### config.mk
export PLATFORM = sky130hd
export DESIGN_NAME = usbh_frame_ctrl
export DESIGN_NICKNAME = d
export VERILOG_FILES = /design/src/rtl/usbh_frm_pkg.sv /design/src/rtl/usbh_frame_timer.sv /design/src/rtl/usbh_frame_index.sv /design/src/rtl/usbh_irq_unit.sv /design/src/rtl/usbh_frame_ctrl.sv
export SDC_FILE = /design/constraint.sdc
export NUM_CORES = 1
export LEC_CHECK = 0
export ABC_AREA = 1
export BUFFER_PORTS_ARGS = -buffer_cell sky130_fd_sc_hd__clkbuf_2
export CAP_MARGIN = 20
export CORE_MARGIN = 2
export CORE_UTILIZATION = 46
export CTS_CLUSTER_SIZE = 16
export DETAILED_ROUTE_END_ITERATION = 7
export PLACE_DENSITY = 0.87
export SLEW_MARGIN = 25
export SYNTH_ARGS = -nofsm -noshare
export SYNTH_HDL_FRONTEND = slang
export SYNTH_SLANG_ARGS = --single-unit
### constraint.sdc
create_clock -name clk -period 1.5 [get_ports clk]
set_clock_uncertainty 0.1 [all_clocks]
set_input_delay 0.3 -clock clk [delete_from_list [all_inputs] [get_ports clk]]
set_output_delay 0.3 -clock clk [all_outputs]
set_load 0.02 [all_outputs]
### src/rtl/usbh_frm_pkg.sv
// Package: shared offsets, bit positions and event bundle of the frame controller.
// Assumes byte-addressed registers; offsets below are the software-visible map.
package usbh_frm_pkg;

    // Register byte offsets
    localparam int unsigned OFS_BASE = 4'h0;
    localparam int unsigned OFS_CMD  = 4'h4;
    localparam int unsigned OFS_STS  = 4'h6;
    localparam int unsigned OFS_IEN  = 4'h8;
    localparam int unsigned OFS_FNUM = 4'hA;

    // Command bit positions
    localparam int unsigned CMD_RUN   = 0;
    localparam int unsigned CMD_HCRST = 1;
    localparam int unsigned CMD_GRST  = 2;
    localparam int unsigned CMD_SUSP  = 3;
    localparam int unsigned CMD_FRES  = 4;
    localparam int unsigned CMD_W     = 5;

    // Status flag positions (halted is derived separately at bit 5)
    localparam int unsigned ST_INT  = 0;
    localparam int unsigned ST_ERR  = 1;
    localparam int unsigned ST_RES  = 2;
    localparam int unsigned ST_SYS  = 3;
    localparam int unsigned ST_PROC = 4;
    localparam int unsigned ST_W    = 5;

    // Interrupt-enable bit positions
    localparam int unsigned IE_ERR   = 0;
    localparam int unsigned IE_RES   = 1;
    localparam int unsigned IE_DONE  = 2;
    localparam int unsigned IE_SHORT = 3;
    localparam int unsigned IE_W     = 4;

    // Event pulses from the schedule engine
    typedef struct packed {
        logic sched_err;
        logic sys_err;
        logic resume;
        logic xfer_err;
        logic short_pkt;
        logic done;
    } frm_evt_t;

endpackage

### src/rtl/usbh_frame_timer.sv
// Frame timer: counts TICK_CYC cycles while running and strobes a one-cycle tick.
// Assumes TICK_CYC >= 2; the count rests at zero while stopped so a restart
// always begins a full period.
module usbh_frame_timer #(
    parameter int unsigned TICK_CYC = 12000
) (
    input  logic clk,
    input  logic rst_n,
    input  logic clr,
    input  logic run,
    output logic tick
);
    localparam int unsigned CNT_W = $clog2(TICK_CYC);
    localparam logic [CNT_W-1:0] LAST = CNT_W'(TICK_CYC - 1);

    logic [CNT_W-1:0] cnt;

    // Terminal count strobe while running
    assign tick = run && (cnt == LAST);

    // Cycle counter within the current frame
    always_ff @(posedge clk) begin
        if (!rst_n || clr) begin
            cnt <= '0;
        end else if (!run || tick) begin
            cnt <= '0;
        end else begin
            cnt <= cnt + 1'b1;
        end
    end
endmodule

### src/rtl/usbh_frame_index.sv
// Frame index: holds the frame number and the aligned frame-list base, and
// forms the address of the current frame-list entry.
// Assumes the caller only raises fnum_we while halted, so tick and write never meet.
module usbh_frame_index #(
    parameter int unsigned FNUM_W = 11,
    parameter int unsigned IDX_W  = 10,
    parameter int unsigned AW     = 32,
    parameter int unsigned ALIGN  = 12
) (
    input  logic              clk,
    input  logic              rst_n,
    input  logic              clr,
    input  logic              tick,
    input  logic              fnum_we,
    input  logic [FNUM_W-1:0] fnum_wdata,
    input  logic              base_we,
    input  logic [AW-1:ALIGN] base_wdata,
    output logic [FNUM_W-1:0] fnum,
    output logic [AW-1:0]     base,
    output logic [AW-1:0]     entry_addr
);
    localparam int unsigned ENTRY_SHIFT = 2;

    logic [AW-1:ALIGN] base_hi;

    // Base keeps only its aligned upper bits
    assign base = {base_hi, {ALIGN{1'b0}}};

    // Entry address: base plus index times entry size
    assign entry_addr = base + AW'({fnum[IDX_W-1:0], {ENTRY_SHIFT{1'b0}}});

    // Frame number: advance at each tick, load while halted
    always_ff @(posedge clk) begin
        if (!rst_n || clr) begin
            fnum <= '0;
        end else if (tick) begin
            fnum <= fnum + 1'b1;
        end else if (fnum_we) begin
            fnum <= fnum_wdata;
        end
    end

    // Frame-list base register
    always_ff @(posedge clk) begin
        if (!rst_n || clr) begin
            base_hi <= '0;
        end else if (base_we) begin
            base_hi <= base_wdata;
        end
    end
endmodule

### src/rtl/usbh_irq_unit.sv
// Interrupt unit: gathers completion requests during a frame, moves them into a
// hidden two-bit latch at the frame boundary, keeps the sticky status flags and
// forms the interrupt line. Assumes w1c is already decoded to the status write.
module usbh_irq_unit
    import usbh_frm_pkg::*;
(
    input  logic            clk,
    input  logic            rst_n,
    input  logic            clr,
    input  logic            tick,
    input  frm_evt_t        ev,
    input  logic            susp,
    input  logic [ST_W-1:0] w1c,
    input  logic [IE_W-1:0] ien,
    output logic [ST_W-1:0] flags,
    output logic            irq
);
    logic [1:0] pend;
    logic [1:0] latch;
    logic [1:0] pend_all;

    // Requests of this frame including this cycle's pulses
    assign pend_all = pend | {ev.short_pkt, ev.done};

    // Interrupt line from latch, flags and enables
    assign irq = (latch[0] & ien[IE_DONE]) | (latch[1] & ien[IE_SHORT]) |
                 (flags[ST_ERR] & ien[IE_ERR]) | (flags[ST_RES] & ien[IE_RES]) |
                 flags[ST_SYS] | flags[ST_PROC];

    // Pending requests and hidden latch
    always_ff @(posedge clk) begin
        if (!rst_n || clr) begin
            pend  <= '0;
            latch <= '0;
        end else begin
            pend  <= tick ? 2'b00 : pend_all;
            latch <= (w1c[ST_INT] ? 2'b00 : latch) | (tick ? pend_all : 2'b00);
        end
    end

    // Sticky status flags, set wins over clear
    always_ff @(posedge clk) begin
        if (!rst_n || clr) begin
            flags <= '0;
        end else begin
            flags[ST_INT]  <= (flags[ST_INT]  & ~w1c[ST_INT])  | (tick & (|pend_all));
            flags[ST_ERR]  <= (flags[ST_ERR]  & ~w1c[ST_ERR])  | ev.xfer_err;
            flags[ST_RES]  <= (flags[ST_RES]  & ~w1c[ST_RES])  | (ev.resume & susp);
            flags[ST_SYS]  <= (flags[ST_SYS]  & ~w1c[ST_SYS])  | ev.sys_err;
            flags[ST_PROC] <= (flags[ST_PROC] & ~w1c[ST_PROC]) | ev.sched_err;
        end
    end
endmodule

### src/rtl/usbh_frame_ctrl.sv
// Top: register decode, command register and readback for the USB 1.1 host
// frame and interrupt controller. Assumes single-cycle register writes and
// combinational reads; a command write with the reset bit clears the block.
module usbh_frame_ctrl
    import usbh_frm_pkg::*;
#(
    parameter int unsigned TICK_CYC = 12000,
    parameter int unsigned FNUM_W   = 11,
    parameter int unsigned IDX_W    = 10,
    parameter int unsigned AW       = 32,
    parameter int unsigned ALIGN    = 12,
    parameter int unsigned RA_W     = 4
) (
    input  logic            clk,
    input  logic            rst_n,
    input  logic            reg_we,
    input  logic [RA_W-1:0] reg_addr,
    input  logic [AW-1:0]   reg_wdata,
    output logic [AW-1:0]   reg_rdata,
    input  logic            ev_done,
    input  logic            ev_short,
    input  logic            ev_err,
    input  logic            ev_resume,
    input  logic            ev_sys_err,
    input  logic            ev_sched_err,
    output logic            frame_tick_o,
    output logic [AW-1:0]   frame_addr_o,
    output logic            irq_o,
    output logic            bus_reset_o
);
    logic [CMD_W-1:0]  cmd_q;
    logic [IE_W-1:0]   ien_q;
    logic [ST_W-1:0]   flags;
    logic [ST_W-1:0]   w1c;
    logic [FNUM_W-1:0] fnum;
    logic [AW-1:0]     base;
    logic              run;
    logic              hc_clr;
    logic              wr_cmd, wr_sts, wr_ien, wr_fnum, wr_base;
    frm_evt_t          ev;
    logic              unused_wbits;

    assign unused_wbits = ^reg_wdata[ALIGN-1:FNUM_W];

    // Write decode
    assign wr_cmd  = reg_we && (reg_addr == RA_W'(OFS_CMD));
    assign wr_sts  = reg_we && (reg_addr == RA_W'(OFS_STS));
    assign wr_ien  = reg_we && (reg_addr == RA_W'(OFS_IEN));
    assign wr_fnum = reg_we && (reg_addr == RA_W'(OFS_FNUM));
    assign wr_base = reg_we && (reg_addr == RA_W'(OFS_BASE));

    assign hc_clr = wr_cmd && reg_wdata[CMD_HCRST];
    assign run    = cmd_q[CMD_RUN];
    assign w1c    = wr_sts ? reg_wdata[ST_W-1:0] : '0;
    assign ev     = '{sched_err: ev_sched_err, sys_err: ev_sys_err, resume: ev_resume,
                      xfer_err: ev_err, short_pkt: ev_short, done: ev_done};

    assign bus_reset_o = cmd_q[CMD_GRST];

    // Command register, reset bit never stored
    always_ff @(posedge clk) begin
        if (!rst_n || hc_clr) begin
            cmd_q <= '0;
        end else if (wr_cmd) begin
            cmd_q <= reg_wdata[CMD_W-1:0] & ~(CMD_W'(1) << CMD_HCRST);
        end else if (ev_resume && cmd_q[CMD_SUSP]) begin
            cmd_q[CMD_FRES] <= 1'b1;
        end
    end

    // Interrupt-enable register
    always_ff @(posedge clk) begin
        if (!rst_n || hc_clr) begin
            ien_q <= '0;
        end else if (wr_ien) begin
            ien_q <= reg_wdata[IE_W-1:0];
        end
    end

    usbh_frame_timer #(.TICK_CYC(TICK_CYC)) u_timer (
        .clk   (clk),
        .rst_n (rst_n),
        .clr   (hc_clr),
        .run   (run),
        .tick  (frame_tick_o)
    );

    usbh_frame_index #(
        .FNUM_W(FNUM_W), .IDX_W(IDX_W), .AW(AW), .ALIGN(ALIGN)
    ) u_index (
        .clk        (clk),
        .rst_n      (rst_n),
        .clr        (hc_clr),
        .tick       (frame_tick_o),
        .fnum_we    (wr_fnum && !run),
        .fnum_wdata (reg_wdata[FNUM_W-1:0]),
        .base_we    (wr_base),
        .base_wdata (reg_wdata[AW-1:ALIGN]),
        .fnum       (fnum),
        .base       (base),
        .entry_addr (frame_addr_o)
    );

    usbh_irq_unit u_irq (
        .clk   (clk),
        .rst_n (rst_n),
        .clr   (hc_clr),
        .tick  (frame_tick_o),
        .ev    (ev),
        .susp  (cmd_q[CMD_SUSP]),
        .w1c   (w1c),
        .ien   (ien_q),
        .flags (flags),
        .irq   (irq_o)
    );

    // Read multiplexer, halted shown as the inverse of run
    always_comb begin
        reg_rdata = '0;
        case (reg_addr)
            RA_W'(OFS_BASE): reg_rdata = base;
            RA_W'(OFS_CMD):  reg_rdata = AW'(cmd_q);
            RA_W'(OFS_STS):  reg_rdata = AW'({~run, flags});
            RA_W'(OFS_IEN):  reg_rdata = AW'(ien_q);
            RA_W'(OFS_FNUM): reg_rdata = AW'(fnum);
            default:         reg_rdata = '0;
        endcase
    end
endmodule

==> impl_metrics.csv, run 1 <==
group,metric,value,unit
floorplanning,initial_utilization,46.86,%
placement,preCtsSetupSlack,-0.2573,ns
floorplanning,dieArea,0.007968,mm2
placement,gp_congestion,0.9216,
finish,drive_gt1_share,51.63,%
finish,fin_util,81.91,%
floorplanning,die_width,89.27,um
floorplanning,io_pins,112,
yosys,synth-edff-count,0,
setup_path,path_max_fanout,3,
setup_path,critPathCaptureType,"primary output",
yosys,synth_area,0.003344,mm2
setup_path,reg2reg_depth,11,
yosys,yosysSeqAreaShare,37.11,%
clock_network,clk_pin_slew,0.08,ns
routing,drc,0,
setup_path,reg2reg_to,"u_index.fnum[8]",
clock_network,cts_buffers,9,
clock_network,cts_sinks,62,
setup_path,setup.worst_path.end,"frame_tick_o",
yosys,yosys_most_used_dff,"dfxtp_1",
clock_network,clock_latency,0.36,ns
floorplanning,die_h,89.27,um
global_routing,grt_pass1_vias,4063,
pwr,p_leak,2.412,nW
global_routing,antenna_found_initial,0,
setup_path,crit_type,"flip-flop to primary output",
sta,finalHoldViolations,0,
finish,fin_nets,716,
sta,slew_violations,0,
floorplanning,rows,31,
sta,max_freq,0.5283,GHz
yosys,synth_common_cells,"nand2_1 (102), inv_1 (68), dfxtp_1 (62)",
sta,fin_crit_sh,126.2,%
routing,antenna_left,0,
sta,min_period,1.893,ns
yosys,yosysTopAreaCellShare,37.11,%
finish,area_growth,74.78,%
routing,vias,4468,
sta,finalSetupViolCount,65,
yosys,synth-seq-cells,62,
floorplanning,core,0.007137,mm2
clock_network,cts-root-buf,"clkbuf_8",
sta,setup_ws,-0.3927,ns
setup_path,critPathArrivalTime,1.49,ns
finish,nFillCells,389,
routing,first_iter_violations,429,
min_path,hold_path.class,"input port to flip-flop",
setup_path,critPathLaunchType,"flip-flop",
yosys,synth.most_common_cell,"nand2_1",
routing,routed_wl,15460,um
status,status,"finished with violations",
yosys,synth_cell_types,36,
status,violations,"setup timing",
global_routing,grt_max_degree,41,
setup_path,cp.required,1.10,ns
clock_network,htreeDepth,3,
routing,post_drt_wl_per_cell,20.00,um
yosys,synthCells,497,
setup_path,r2r_start,"u_timer.cnt[13]",
finish,multi_input_area,0.002207,mm2
placement,dp_hpwl,6838,um
yosys,postSynthAreaPerCell,6.729,um2
pwr,powerDensity,699.4,mW/mm2
yosys,yosysWarnings,0,
routing,firstDrtPassIters,6,
global_routing,grt_overflow,0,
pwr,finalPower,4.088,mW
yosys,async_flop_share,0,%
clock_network,ctsHoldBuffers,0,
placement,io_buffers,107,
pwr,peakVddDrop,0.5397,mV
clock_network,clockBufferDepth,2,
global_routing,grt_pass1_wl,19840,um
finish,diodes,0,
sta,grt_setup_unrepaired,"true",
routing,vias_per_cell,5.780,
run,drv_cap,0,
global_routing,track_usage,32.73,%
yosys,synth_area_leaders,"dfxtp_1 (37%), nand2_1 (11%), inv_1 (7.6%)",
finish,regArea,0.001264,mm2
setup_path,crit_start,"u_timer.cnt[9]",
setup_path,r2r_slack,-0.21,ns
clock_network,cts_tree,"done",
yosys,synth_top_area_cell,"dfxtp_1",
## cells by family after synthesis
kind of cell,after synthesis,synth area share (%)
other,1,0.1121
AND/OR/NAND/NOR,227,29.85
buffers and inverters,102,14.25
flip-flops,62,37.11
AO/OA/AOI/OAI,93,15.30
adder cells (fa/ha/maj),2,0.7481
XOR/XNOR,10,2.619
## cell type report
cell class              instances  area share (%)
multi-input cells             335           37.76
repair buffers                189           29.20
flip-flops and latches         62           21.62
inverters                      72           5.094
clock buffers                  10           2.354
well taps                      99           2.119
clock inverters                 6           1.862
## repair_timing
| action | in CTS | in global routing |
|---|---|---|
| setup buffers | 16 | 11 |
| pin swaps | 16 | 24 |
| endpoints found under the setup margin | 57 | 87 |
| gates cloned | 4 | 0 |
| resized for setup | 175 | 121 |
## worst max-delay path, cell delays in order, from the launching register on
cell	delay [ns]
dfxtp_1	0.38
nand2_1	0.14
nor2_2	0.15
nand3_2	0.11
nor3_4	0.19
clkbuf_8	0.17
## how the worst min path moves through the flow
| stage | depth (start not counted) | slack, ns | from | endpoint |
|---|---|---|---|---|
| 2_1_floorplan | 2 | 0.32 | ev_sys_err | u_irq.flags[3] |
| 3_3_place_gp | 2 | 0.35 | u_index.base_hi[22] | u_index.base_hi[22] |
| 3_5_place_dp | 2 | 0.36 | u_irq.flags[0] | u_irq.flags[0] |
| 4_1_cts | 3 | 0.06 | ev_sys_err | u_irq.flags[3] |
| 5_1_grt | 3 | 0.10 | ev_err | u_irq.flags[1] |
| 6_report | 3 | 0.05 | ev_sys_err | u_irq.flags[3] |
## per-layer routing
| metal | part of all wire (%) | global-route usage, % | wire, um | vias up |
|---|---|---|---|---|
| li1 | - | - | - | 1915 |
| met5 | 0 | 0 | 0 | - |
| met1 | 35 | 37.44 | 5439 | 2009 |
| met2 | 47 | 53.13 | 7270 | 402 |
| met4 | 8.6 | 22.93 | 1336 | 0 |
| met3 | 9.1 | 8.403 | 1413 | 142 |
## cells in the final DEF, fill, tap and decap left out, drive strengths merged
master and n:
conb 3, ha 2, clkinv 4, o21ai 33
nor3 6, and3 1, o22ai 1, nor2 71
o31ai 2, inv 71, o221ai 2, or2 3
dfxtp 62, o2111ai 1, bufinv 3, clkbuf 85
buf 114, nand4 5, a21oi 51, xnor2 3
nor4 1, a22o 1, a31oi 2, nand2 108
nand3 32, xor2 7
## stage by stage
step | std cells | setup TNS (ns) | hold slack, ns | area (um2)
6_report | 773 | -12.66 | 0.05328 | 5846
2_1_floorplan | 499 | -2.226 | 0.3207 | 3393
3_3_place_gp | 729 | -13.71 | 0.3510 | 4327
4_1_cts | 765 | -7.908 | 0.05866 | 5465
5_1_grt | 773 | -15.42 | 0.1026 | 5846
3_5_place_dp | 729 | -16.87 | 0.3584 | 4327
## report_power, final
| group | internal (mW) | switching, mW | leakage (nW) |
|---|---|---|---|
| Clock | 1.15 | 0.752 | 0.126 |
| Combinational | 0.199 | 0.294 | 1.77 |
| Sequential | 1.67 | 0.0227 | 0.511 |
## registers in the layout (all words and copies together) (netlist names)
| signal | flops |
|---|---|
| cmd_q | 4 |
| ien_q | 4 |
| u_index.base_hi | 20 |
| u_index.fnum | 11 |
| u_irq.flags | 5 |
| u_irq.latch | 2 |
| u_irq.pend | 2 |
| u_timer.cnt | 14 |
(Power assumes the default switching activity.)
==> run 2: changes to the inputs <==
--- a/config.mk
+++ b/config.mk
@@ -8,11 +8,12 @@
 export ABC_AREA = 1
 export BUFFER_PORTS_ARGS = -buffer_cell sky130_fd_sc_hd__clkbuf_2
 export CAP_MARGIN = 20
+export CORE_ASPECT_RATIO = 0.9
 export CORE_MARGIN = 2
 export CORE_UTILIZATION = 46
 export CTS_CLUSTER_SIZE = 16
 export DETAILED_ROUTE_END_ITERATION = 7
-export PLACE_DENSITY = 0.87
+export PLACE_DENSITY = 0.75
 export SLEW_MARGIN = 25
 export SYNTH_ARGS = -nofsm -noshare
 export SYNTH_HDL_FRONTEND = slang
==> run 2 against run 1 <==
The flow still finishes with violations (setup timing). Highest routed layer unchanged. Non-clock buffer count stayed put. Final cell count is 0.78% lower. Clock power is 25% lower.
==> impl_metrics.csv, run 2 (synthesized netlist as in run 1, its figures left out) <==
group,metric,value,unit
status,status,"finished with violations",
status,violations,"setup timing",
setup_path,critPathCaptureType,"primary output",
finish,fin_util,80.98,%
pwr,powerDensity,628.8,mW/mm2
placement,gp_congestion,0.9031,
placement,preCtsSetupSlack,-0.2813,ns
finish,layout_commonest_cell,"nand2_1",
min_path,hold_end,"u_irq.flags[3]",
finish,largest_reg_flops,20,
setup_path,r2r_start,"u_timer.cnt[13]",
routing,vias_per_cell,5.379,
finish,largest-register,"u_index.base_hi",
clock_network,ctsHoldBuffers,0,
finish,area_growth,70.45,%
global_routing,grt_max_degree,41,
setup_path,cp.required,1.10,ns
clock_network,cts_buffers,9,
floorplanning,initial_utilization,47.51,%
setup_path,critPathArrivalTime,1.44,ns
sta,min_period,1.841,ns
clock_network,cts_sinks,62,
sta,fin_crit_sh,122.7,%
global_routing,use_met2,51.36,%
setup_path,crit_type,"input port to primary output",
setup_path,path_cells,"buf_6 -> inv_4 -> nand2_4 -> nor3_4 -> inv_2 -> buf_6 -> buf_6 -> buf_12 -> nor2_4 -> buf_8",
finish,regArea,0.001260,mm2
global_routing,grt_overflow,0,
clock_network,clockBufferDepth,2,
clock_network,cts_tree,"done",
setup_path,worst_path_dominant_cell_family,"buffers and inverters",
finish,nFillCells,425,
setup_path,cpPeakStageDelay,0.19,ns
floorplanning,die_h,84.89,um
setup_path,reg2reg_depth,12,
sta,slew_violations,0,
clock_network,cts-root-buf,"clkbuf_8",
setup_path,reg2reg_to,"u_index.fnum[1]",
sta,fin_tns_setup,-14.26,ns
routing,vias,4126,
global_routing,use_met3,7.815,%
clock_network,clk_pin_slew,0.07,ns
sta,finalHoldViolations,0,
sta,grt_setup_unrepaired,"true",
run,drv_cap,0,
placement,io_buffers,107,
floorplanning,dieArea,0.007969,mm2
routing,post_drt_wl_per_cell,17.15,um
placement,placed_area,0.004272,mm2
global_routing,grt_pass1_vias,3986,
sta,hold_ws,0.08049,ns
pwr,peakVddDrop,0.5094,mV
setup_path,r2r_slack,-0.27,ns
global_routing,gr-max-usage-layer,"met2",
finish,layout_common_cells,"nand2_1 (93), clkbuf_2 (70), inv_1 (58), buf_4 (50), dfxtp_1 (47)",
clock_network,clock_latency,0.35,ns
routing,drc,0,
finish,design_area,0.005700,mm2
global_routing,use_met1,35.62,%
setup_path,path_max_fanout,5,
finish,diodes,0,
min_path,whs_path_depth,3,
routing,first_iter_violations,207,
global_routing,grt_pass1_wl,18600,um
placement,dp.cells,720,
finish,fin_cells,767,
finish,multi_input_area,0.002165,mm2
floorplanning,die_width,93.88,um
setup_path,critPathSlowestCell,"nor3_4",
setup_path,cp_common_cell,"buf_6",
global_routing,track_usage,29.75,%
min_path,hold_path.class,"input port to flip-flop",
floorplanning,core,0.007039,mm2
setup_path,path_buf_inv,7,
floorplanning,rows,29,
pwr,p_leak,2.377,nW
global_routing,antenna_found_initial,0,
sta,max_freq,0.5433,GHz
sta,setup_ws,-0.3408,ns
finish,drive_gt1_share,50.30,%
sta,finalSetupViolCount,93,
min_path,worstHoldStart,"ev_sys_err",
setup_path,critPathLaunchType,"input port",
floorplanning,io_pins,112,
routing,routed_wl,13160,um
placement,dp_hpwl,7001,um
routing,firstDrtPassIters,5,
routing,antenna_left,0,
finish,fin_nets,716,
clock_network,htreeDepth,3,
pwr,finalPower,3.584,mW
finish,reg_top3,"u_index.base_hi x20, u_timer.cnt x14, u_index.fnum x11",
[run 2: changes by cell type in the layout (fill, tap and decap cells not counted), moves of 3 or more]
cell       delta
nor2_2        -3
bufinv_16     -3
inv_2         +4
o21ai_2       -3
o21ai_0       +3
buf_6         +4
[run 2: per-layer routing]
metal,wire (um),part of all wire (%),vias to the layer above
met1,4761,36,1923
met5,0,0,-
met3,964,7.3,60
met4,581,4.4,0
li1,-,-,1917
met2,6849,52,226
[run 2: how the worst max path moves through the flow]
stage	startpoint	end	slack, ns	cells after the start
2_1_floorplan	reg_addr[3]	reg_rdata[0]	-0.10	4
3_3_place_gp	reg_addr[1]	reg_rdata[7]	-0.25	7
3_5_place_dp	reg_addr[1]	reg_rdata[10]	-0.28	7
4_1_cts	u_timer.cnt[13]	frame_tick_o	-0.37	5
5_1_grt	u_timer.cnt[9]	frame_tick_o	-0.40	5
6_report	reg_addr[1]	reg_rdata[20]	-0.34	10
[run 2: cell type report]
type | count | area share (%)
multi-input cells | 335 | 37.97
repair buffers | 189 | 29.70
flip-flops and latches | 62 | 22.10
inverters | 72 | 4.917
clock buffers | 13 | 2.963
well taps | 93 | 2.041
clock inverters | 3 | 0.3073
[run 2: what timing repair did]
action                                  4_1_cts  5_1_grt
gates cloned                                  7        0
endpoints found under the setup margin       61       86
gates resized for setup                     169      122
pin swaps                                    17       24
buffers inserted                             21       10
[run 2: where the power goes]
part | leakage, nW | switching, mW | total [mW] | internal [mW]
Combinational | 1.77 | 0.274 | 0.463 | 0.189
Clock | 0.0954 | 0.696 | 1.43 | 0.731
Sequential | 0.510 | 0.0199 | 1.69 | 1.67
[run 2: worst register-to-register path, delay by kind of cell (launching register included)]
family,cells,cell delay (ns)
buf+inv,4,0.49
simple gates,8,0.73
flops,1,0.34
